**src/rtl/hrf_pkg.sv**
```systemverilog
package hrf_pkg;
  localparam int unsigned HRF_NUM_REGS = 32;
  localparam int unsigned HRF_WORD_W   = 39;
  localparam int unsigned HRF_ADDR_W   = $clog2(HRF_NUM_REGS);
  localparam logic [HRF_WORD_W-1:0] HRF_ZERO_WORD = 39'h2A_0000_0000;
endpackage

```
**src/rtl/hrf_onehot_enc.sv**
```systemverilog
module hrf_onehot_enc #(
  parameter int unsigned NumRegs = 32,
  localparam int unsigned AddrW  = $clog2(NumRegs)
) (
  input  logic [AddrW-1:0]   addr_i,
  input  logic [NumRegs-1:0] flip_i,
  output logic [NumRegs-1:0] sel_o
);
  for (genvar g = 0; g < NumRegs; g++) begin : g_bit
    assign sel_o[g] = (addr_i == AddrW'(g)) ^ flip_i[g];
  end
endmodule

```
**src/rtl/hrf_onehot_chk.sv**
```systemverilog
module hrf_onehot_chk #(
  parameter int unsigned NumRegs = 32
) (
  input  logic [NumRegs-1:0] sel_i,
  output logic               err_o
);
  logic any_set;
  logic multi_set;

  always_comb begin
    any_set   = 1'b0;
    multi_set = 1'b0;
    for (int i = 0; i < NumRegs; i++) begin
      multi_set = multi_set | (any_set & sel_i[i]);
      any_set   = any_set | sel_i[i];
    end
  end

  assign err_o = multi_set | ~any_set;
endmodule

```
**src/rtl/hrf_andor_mux.sv**
```systemverilog
module hrf_andor_mux #(
  parameter int unsigned NumRegs = 32,
  parameter int unsigned WordW   = 39
) (
  input  logic [WordW-1:0]   words_i [NumRegs],
  input  logic [NumRegs-1:0] sel_i,
  output logic [WordW-1:0]   word_o
);
  logic [WordW-1:0] masked [NumRegs];

  for (genvar g = 0; g < NumRegs; g++) begin : g_mask
    assign masked[g] = words_i[g] & {WordW{sel_i[g]}};
  end

  always_comb begin
    word_o = '0;
    for (int i = 0; i < NumRegs; i++) begin
      word_o = word_o | masked[i];
    end
  end
endmodule

```
**src/rtl/hrf_regfile.sv**
```systemverilog
module hrf_regfile #(
  parameter int unsigned NumRegs = hrf_pkg::HRF_NUM_REGS,
  parameter int unsigned WordW   = hrf_pkg::HRF_WORD_W,
  parameter logic [WordW-1:0] ZeroWord = hrf_pkg::HRF_ZERO_WORD,
  localparam int unsigned AddrW  = $clog2(NumRegs)
) (
  input  logic               clk_i,
  input  logic               rst_ni,
  input  logic               wr_en_i,
  input  logic [AddrW-1:0]   wr_addr_i,
  input  logic [WordW-1:0]   wr_data_i,
  input  logic [AddrW-1:0]   rd_addr_a_i,
  output logic [WordW-1:0]   rd_data_a_o,
  input  logic [AddrW-1:0]   rd_addr_b_i,
  output logic [WordW-1:0]   rd_data_b_o,
  input  logic [NumRegs-1:0] flip_a_i,
  input  logic [NumRegs-1:0] flip_b_i,
  output logic               alert_o
);
  logic [WordW-1:0]   words [NumRegs];
  logic [NumRegs-1:0] sel_a;
  logic [NumRegs-1:0] sel_b;
  logic               err_a;
  logic               err_b;

  // Location zero: constant codeword, no storage.
  assign words[0] = ZeroWord;

  for (genvar g = 1; g < NumRegs; g++) begin : g_entry
    logic             upd;
    logic [WordW-1:0] ent_d;
    logic [WordW-1:0] ent_q;

    assign upd = wr_en_i && (wr_addr_i == AddrW'(g));

    always_comb begin
      ent_d = ent_q;
      if (upd) ent_d = wr_data_i;
    end

    always_ff @(posedge clk_i or negedge rst_ni) begin
      if (!rst_ni) ent_q <= ZeroWord;
      else         ent_q <= ent_d;
    end

    assign words[g] = ent_q;
  end

  hrf_onehot_enc #(.NumRegs(NumRegs)) enc_a_i (
    .addr_i(rd_addr_a_i), .flip_i(flip_a_i), .sel_o(sel_a));
  hrf_onehot_enc #(.NumRegs(NumRegs)) enc_b_i (
    .addr_i(rd_addr_b_i), .flip_i(flip_b_i), .sel_o(sel_b));

  hrf_onehot_chk #(.NumRegs(NumRegs)) chk_a_i (.sel_i(sel_a), .err_o(err_a));
  hrf_onehot_chk #(.NumRegs(NumRegs)) chk_b_i (.sel_i(sel_b), .err_o(err_b));

  hrf_andor_mux #(.NumRegs(NumRegs), .WordW(WordW)) mux_a_i (
    .words_i(words), .sel_i(sel_a), .word_o(rd_data_a_o));
  hrf_andor_mux #(.NumRegs(NumRegs), .WordW(WordW)) mux_b_i (
    .words_i(words), .sel_i(sel_b), .word_o(rd_data_b_o));

  assign alert_o = err_a | err_b;
endmodule

```
**config.mk**
```make
export PLATFORM = sky130hd
export DESIGN_NAME = hrf_regfile
export DESIGN_NICKNAME = d
export VERILOG_FILES = /design/src/rtl/hrf_pkg.sv /design/src/rtl/hrf_onehot_enc.sv /design/src/rtl/hrf_onehot_chk.sv /design/src/rtl/hrf_andor_mux.sv /design/src/rtl/hrf_regfile.sv
export SDC_FILE = /design/constraint.sdc
export NUM_CORES = 2
export LEC_CHECK = 0
export ABC_AREA = 0
export BUFFER_PORTS_ARGS = -buffer_cell sky130_fd_sc_hd__buf_2
export CAP_MARGIN = 20
export CORE_MARGIN = 5
export CORE_UTILIZATION = 50
export CTS_BUF_LIST = sky130_fd_sc_hd__clkbuf_2
export CTS_CLUSTER_DIAMETER = 200
export CTS_CLUSTER_SIZE = 14
export DETAILED_ROUTE_END_ITERATION = 6
export GPL_TIMING_DRIVEN = 1
export HOLD_SLACK_MARGIN = 0.15
export PLACE_DENSITY = 0.66
export SYNTH_ARGS = -nofsm -noshare
export SYNTH_HDL_FRONTEND = slang
export SYNTH_SLANG_ARGS = --single-unit
```
**constraint.sdc**
```tcl
create_clock -name clk_i -period 5.27 [get_ports clk_i]
set_input_delay 0.7905 -clock clk_i [delete_from_list [all_inputs] [get_ports clk_i]]
set_output_delay 0.7905 -clock clk_i [all_outputs]
set_load 0.05 [all_outputs]
```
### Word-level counts from Yosys, hierarchy flattened

Cells that the tools add are included.

| storage, ports and cells | value |
|---|---|
| register bits after elaboration | 1209 |
| bits of input ports | 121 |
| output and inout bits | 79 |
| word-level logic and storage cells | 534 |

| cells by class | value |
|---|---|
| equal/unequal tests | 93 |
| bitwise gates (word level) | 377 |
| reductions and logical operators | 33 |

Operators with widths:

| kind | number |
|---|---|
| $and A39 B39 Y39 | 62 |
| $or A39 B39 Y39 | 60 |
| $eq A5 B5 Y1 const B | 48 |
| $or A1 B1 Y1 | 125 |
| $eq A5 B4 Y1 const B | 24 |
| $or A38 B39 Y39 | 2 |
| $xor A1 B1 Y1 | 64 |
| $and A1 B1 Y1 | 62 |
| $eq A5 B3 Y1 const B | 12 |
| $logic_and A1 B1 Y1 | 31 |
| $eq A5 B2 Y1 const B | 6 |
| $eq A5 B1 Y1 const B | 3 |
| $logic_not A5 Y1 | 2 |
| $not A1 Y1 | 2 |

### Logic depth before layout (Yosys ltp)

| logic depth | value |
|---|---|
| word-level depth | 36 |
| mapped depth | 12 |
| gate-level depth less buffers | 9 |

### Modules after synthesis

From an unflattened synthesis, not the netlist that was laid out.

| unflattened totals | value |
|---|---|
| cells, all modules | 4889 |
| area, all modules | 60805.8 sq um |

By module, submodules not included:

| module | instances | cells each | area an instance (sq um) | seq. area each (sq um) |
|---|---|---|---|---|
| hrf_regfile | 1 | 2709 | 45506.1 | 30370.4 |
| hrf_andor_mux | 2 | 947 | 6675.2 | 0.0 |
| hrf_onehot_enc | 2 | 80 | 528.0 | 0.0 |
| hrf_onehot_chk | 2 | 63 | 446.7 | 0.0 |

### Worst setup path before layout

Ideal clock, no wire load.

| timing | value |
|---|---|
| kind | in2out |
| start | input port rd_addr_b_i[3] |
| end | output port alert_o |
| arrival time | 3630 ps |
| required time | 4479 ps |
| slack | 850 ps |
| cell stages on the path | 12 |
| path buffers | 3 |
| cells stage by stage | buf_2 or3b_1 buf_2 o21a_1 a311o_4 nor4_4 nand3_2 buf_6 a211oi_1 a311oi_1 a2111oi_1 nand4_1 |

| on the way | value |
|---|---|
| word-level cells in the longest chain between the ends | 36 |
| elaborated cells between the ends (all ways) | 159 |
| those cells by class | eq/ne (31); bitwise (127); reduce/logical (1) |

Ends and longest elaborated chain:

| element | RTL line | text |
|---|---|---|
| start, declared | hrf_regfile.sv:14 | `input logic [AddrW-1:0] rd_addr_b_i,` |
| $eq A5 B1 Y1 or $logic_not A5 Y1 (tied branches) | hrf_onehot_enc.sv:10 | `assign sel_o[g] = (addr_i == AddrW'(g)) ^ flip_i[g];` |
| $xor A1 B1 Y1 | hrf_onehot_enc.sv:10 |  |
| $or A1 B1 Y1 | hrf_onehot_chk.sv:15 | `any_set = any_set \| sel_i[i];` |
| $and A1 B1 Y1 or $or A1 B1 Y1 (tied branches) | hrf_onehot_chk.sv:14, hrf_onehot_chk.sv:15 |  |
| $or A1 B1 Y1, or another cell as far along (29 in series) | hrf_onehot_chk.sv:14 | `multi_set = multi_set \| (any_set & sel_i[i]);` |
| $or A1 B1 Y1 or $not A1 Y1 (tied branches) | hrf_onehot_chk.sv:14, hrf_onehot_chk.sv:19 |  |
| $or A1 B1 Y1 * | hrf_onehot_chk.sv:19 | `assign err_o = multi_set \| ~any_set;` |
| $or A1 B1 Y1 * | hrf_regfile.sv:62 | `assign alert_o = err_a \| err_b;` |
| end, declared | hrf_regfile.sv:18 | `output logic alert_o` |

Every way passes the cells marked *; elsewhere a longest branch is shown, timed or not.

### Worst setup path after layout

| timing | value |
|---|---|
| start | input port rd_addr_a_i[0] |
| end | output port alert_o |

| on the way | value |
|---|---|
| word-level cells in the longest chain between the ends | 36 |
| elaborated cells between the ends (all ways) | 159 |
| those cells by class | eq/ne (31); bitwise (127); reduce/logical (1) |

Ends and longest elaborated chain:

| element | RTL line | text |
|---|---|---|
| start, declared | hrf_regfile.sv:12 | `input logic [AddrW-1:0] rd_addr_a_i,` |
| $eq A5 B1 Y1 or $logic_not A5 Y1 (tied branches) | hrf_onehot_enc.sv:10 |  |
| $xor A1 B1 Y1 | hrf_onehot_enc.sv:10 |  |
| $or A1 B1 Y1 | hrf_onehot_chk.sv:15 |  |
| $and A1 B1 Y1 or $or A1 B1 Y1 (tied branches) | hrf_onehot_chk.sv:14, hrf_onehot_chk.sv:15 |  |
| $or A1 B1 Y1, or another cell as far along (29 in series) | hrf_onehot_chk.sv:14 |  |
| $or A1 B1 Y1 or $not A1 Y1 (tied branches) | hrf_onehot_chk.sv:14, hrf_onehot_chk.sv:19 |  |
| $or A1 B1 Y1 * | hrf_onehot_chk.sv:19 |  |
| $or A1 B1 Y1 * | hrf_regfile.sv:62 |  |

Marks and branches as above.

==> flow_metrics.py <==
metrics = {
    "min_path": {
        "hold_depth": 3,
        "min_path_type": "input port to flip-flop",
    },
    "clock_network": {
        "numCtsBuffers": 96,
        "clk_latency_ps": 1470,
        "cts_tree": "yes",
        "cts.reportedPaths.clkPinSlew_ps": 350,
        "postCtsSetupBuffers": 0,
        "clockRootBuffer": "clkbuf_2",
        "cts-htree-levels": 3,
        "ctsLongestPathBuffers": 3,
        "clock_sinks": 1209,
    },
    "timing": {
        "tns_ps": 0,
        "fin_crit_sh": 0.964,
        "slew_violations": 0,
        "setup_viol": 0,
        "tightest_slew_ps": 1360,
        "hold_viol_final": 0,
        "fin_crit_ps": 5080,
        "rsz0062_at_grt": "no",
        "relSlewSlack": 0.0949,
        "max_freq_mhz": 197,
        "fin_worst_skew_ps": 0,
    },
    "yosys": {
        "synth-edff-count": 0,
        "synth.distinct_cells": 67,
        "synth_flop_cell": "dfrtp_1",
        "async_flop_share": 1.00,
        "synth_fp_nets": 5015,
        "syn_area_mm2": 0.0601,
        "syn_inst": 4894,
        "ys_ff_latch": 1209,
        "ys_warn_count": 0,
        "syn_avg_cell_area_um2": 12.3,
        "ys_seq_area_frac": 0.505,
    },
    "power_and_ir_drop": {
        "peakVddDrop_v": 0.000174,
        "leakagePower_nw": 28.1,
        "powerDensity_mw_per_mm2": 346,
    },
    "drt": {
        "drt_pre_antenna_iters": 7,
        "vias_per_cell": 8.05,
        "post_drt_wl_per_cell_um": 43.9,
        "wl_met2_um": 111000,
        "first_iter_violations": 10654,
        "wl_um": 291000,
        "vias": 53361,
        "ant_nets": 0,
        "top_layer_used": "met5",
        "drc": 149,
        "wl_met3_um": 52400,
        "drt-met1-wl_um": 103000,
    },
    "setup_path": {
        "timing.rr.start": "g_entry[24].ent_q[37]",
        "start_kind": "input port",
        "cp-startpoint": "rd_addr_a_i[0]",
        "r2r.worst_path.cells": 2,
        "required_ps": 4480,
        "worstSetupPathType": "input port to primary output",
        "r2r_slack_ps": 3920,
        "critPathMaxFanout": 13,
        "r2r-end": "g_entry[24].ent_q[37]",
        "critPathCapture": "alert_o",
        "endpoint_kind": "primary output",
        "cp.arrival_ps": 4290,
    },
    "grt": {
        "grtUsageTotal": 0.444,
        "grt_pass1_wl_um": 399000,
        "grt-ovfl-total": 0,
        "grt_max_degree": 126,
        "grt_antenna_before_repair": 25,
        "grt_pass1_vias": 50782,
    },
    "status": {
        "status": "complete, but fails checks",
        "violations": "DRC",
    },
    "die": {
        "fp-row-count": 127,
        "io_pins": 200,
        "die_width_um": 357,
        "die-area_mm2": 0.127,
        "initial_core_util": 0.502,
        "die_height_um": 357,
        "core_mm2": 0.120,
    },
    "placed_design": {
        "gp_congestion": 0.964,
        "hpwlAfterDp_um": 163000,
        "io_buffers": 199,
        "placed_area_mm2": 0.0649,
    },
    "final_layout": {
        "final_core_util": 0.553,
        "final_common_cell": "mux2_2",
        "mostFrequentLayoutCells": "mux2_2, dfrtp_1, a22oi_1, nand3_1, a221oi_1",
        "syn_to_final_growth_pct": 10.1,
        "top_regs": "g_entry.ent_q x1209",
        "drive_above_1_share": 0.396,
        "largest_reg_flops": 1209,
        "nets": 5081,
        "top_register": "g_entry.ent_q",
        "finalInstanceArea_mm2": 0.0662,
    },
    "run": {
        "drv_cap": 0,
    },
}
-- how the worst min path moves through the flow --
stage	startpoint	end
floorplan	rst_ni	g_entry[10].ent_q[0]
global route	wr_data_i[35]	g_entry[15].ent_q[35]
detailed placement	g_entry[3].ent_q[22]	g_entry[3].ent_q[22]
finish	wr_data_i[35]	g_entry[10].ent_q[35]
CTS	wr_data_i[35]	g_entry[10].ent_q[35]
global placement	g_entry[8].ent_q[16]	g_entry[8].ent_q[16]
-- report_power, final --
part	switching [W]	internal, W	total (W)
clock	0.00311	0.000637	0.00375
sequential	0.00167	0.0112	0.0129
combinational	0.00332	0.00295	0.00627
-- synthesized netlist by cell type, types with 5 or more instances --
| master | count | area [um^2] |
|---|---|---|
| mux2_2 | 1210 | 13600 |
| dfrtp_1 | 1116 | 27900 |
| a22oi_1 | 694 | 5210 |
| clkbuf_1 | 412 | 1550 |
| nand3_1 | 228 | 1140 |
| a221oi_1 | 204 | 1790 |
| a22o_1 | 203 | 1780 |
| nand4_1 | 95 | 594 |
| dfstp_2 | 93 | 2440 |
| buf_1 | 92 | 345 |
| nor2_1 | 91 | 342 |
| a222oi_1 | 74 | 741 |
| or4_1 | 65 | 488 |
| xor2_1 | 51 | 447 |
| or3_1 | 31 | 194 |
| nand2_1 | 30 | 113 |
| o21ai_0 | 25 | 125 |
| nor3_1 | 20 | 100 |
| nand2b_1 | 18 | 113 |
| a21oi_1 | 15 | 75.1 |
| nand3b_1 | 14 | 105 |
| nor4_1 | 8 | 50.1 |
| inv_1 | 7 | 26.3 |
| or2_2 | 7 | 43.8 |
| buf_2 | 6 | 30.0 |
| nor2b_1 | 6 | 37.5 |
| o211ai_1 | 5 | 37.5 |
| o22ai_1 | 5 | 31.3 |
-- timing repair --
item | 4_1_cts | 5_1_grt
hold buffers | 51 | 0
resized for setup | 0 | 4
setup endpoints to repair | 0 | 1
endpoints found under the hold margin | 2279 | 0
-- cell families (layout without fill, tap and decap cells) --
logic type / count (synthesis) / after routing / synth area share
compound gates: 1256 / 1256 / 0.167
xor+xnor: 54 / 54 / 0.00787
fa+ha+maj: 2 / 2 / 0.000333
buf+inv: 521 / 622 / 0.0330
flops: 1209 / 1209 / 0.505
mux: 1211 / 1211 / 0.227
other cells: 0 / 23 / 0
simple gates: 641 / 641 / 0.0596
-- final cells by class --
type / count / area, um^2
timing repair buffer: 482 / 4040
tap: 1612 / 2020
clock inverter: 3 / 18.8
antenna: 23 / 57.6
multi-input combinational: 3164 / 29000
clock buffer: 130 / 651
sequential: 1209 / 30400
fill: 10112 / 53500
inverter: 7 / 26.3
-- per-stage QoR --
step                power (W)  cells  setup WS [ps]  hold slack (ps)
global placement       0.0187   6418            242              511
detailed placement     0.0189   6422            276              521
CTS                    0.0225   6606            250              206
floorplan              0.0164   4894            850              495
finish                 0.0229   6630            190              328
global route           0.0236   6616           51.6              363
-- metal layers --
metal	vias to the layer above	global-route usage
met1	26688	0.582
met4	22	0.266
li1	19335	-
met5	-	0.00679
met3	1750	0.219
met2	5566	0.588
-- worst max-delay path: stages --
cell and delay (ps):
buf_2 180, or2_2 320, nand2b_1 220, or4_1 500, a2111oi_2 490, nand3_1 210, a2111oi_1 420, nor3_1 100
a2111oi_1 430, nand4_1 310, buf_2 310
No activity file was read; power rests on OpenSTA's default activity.
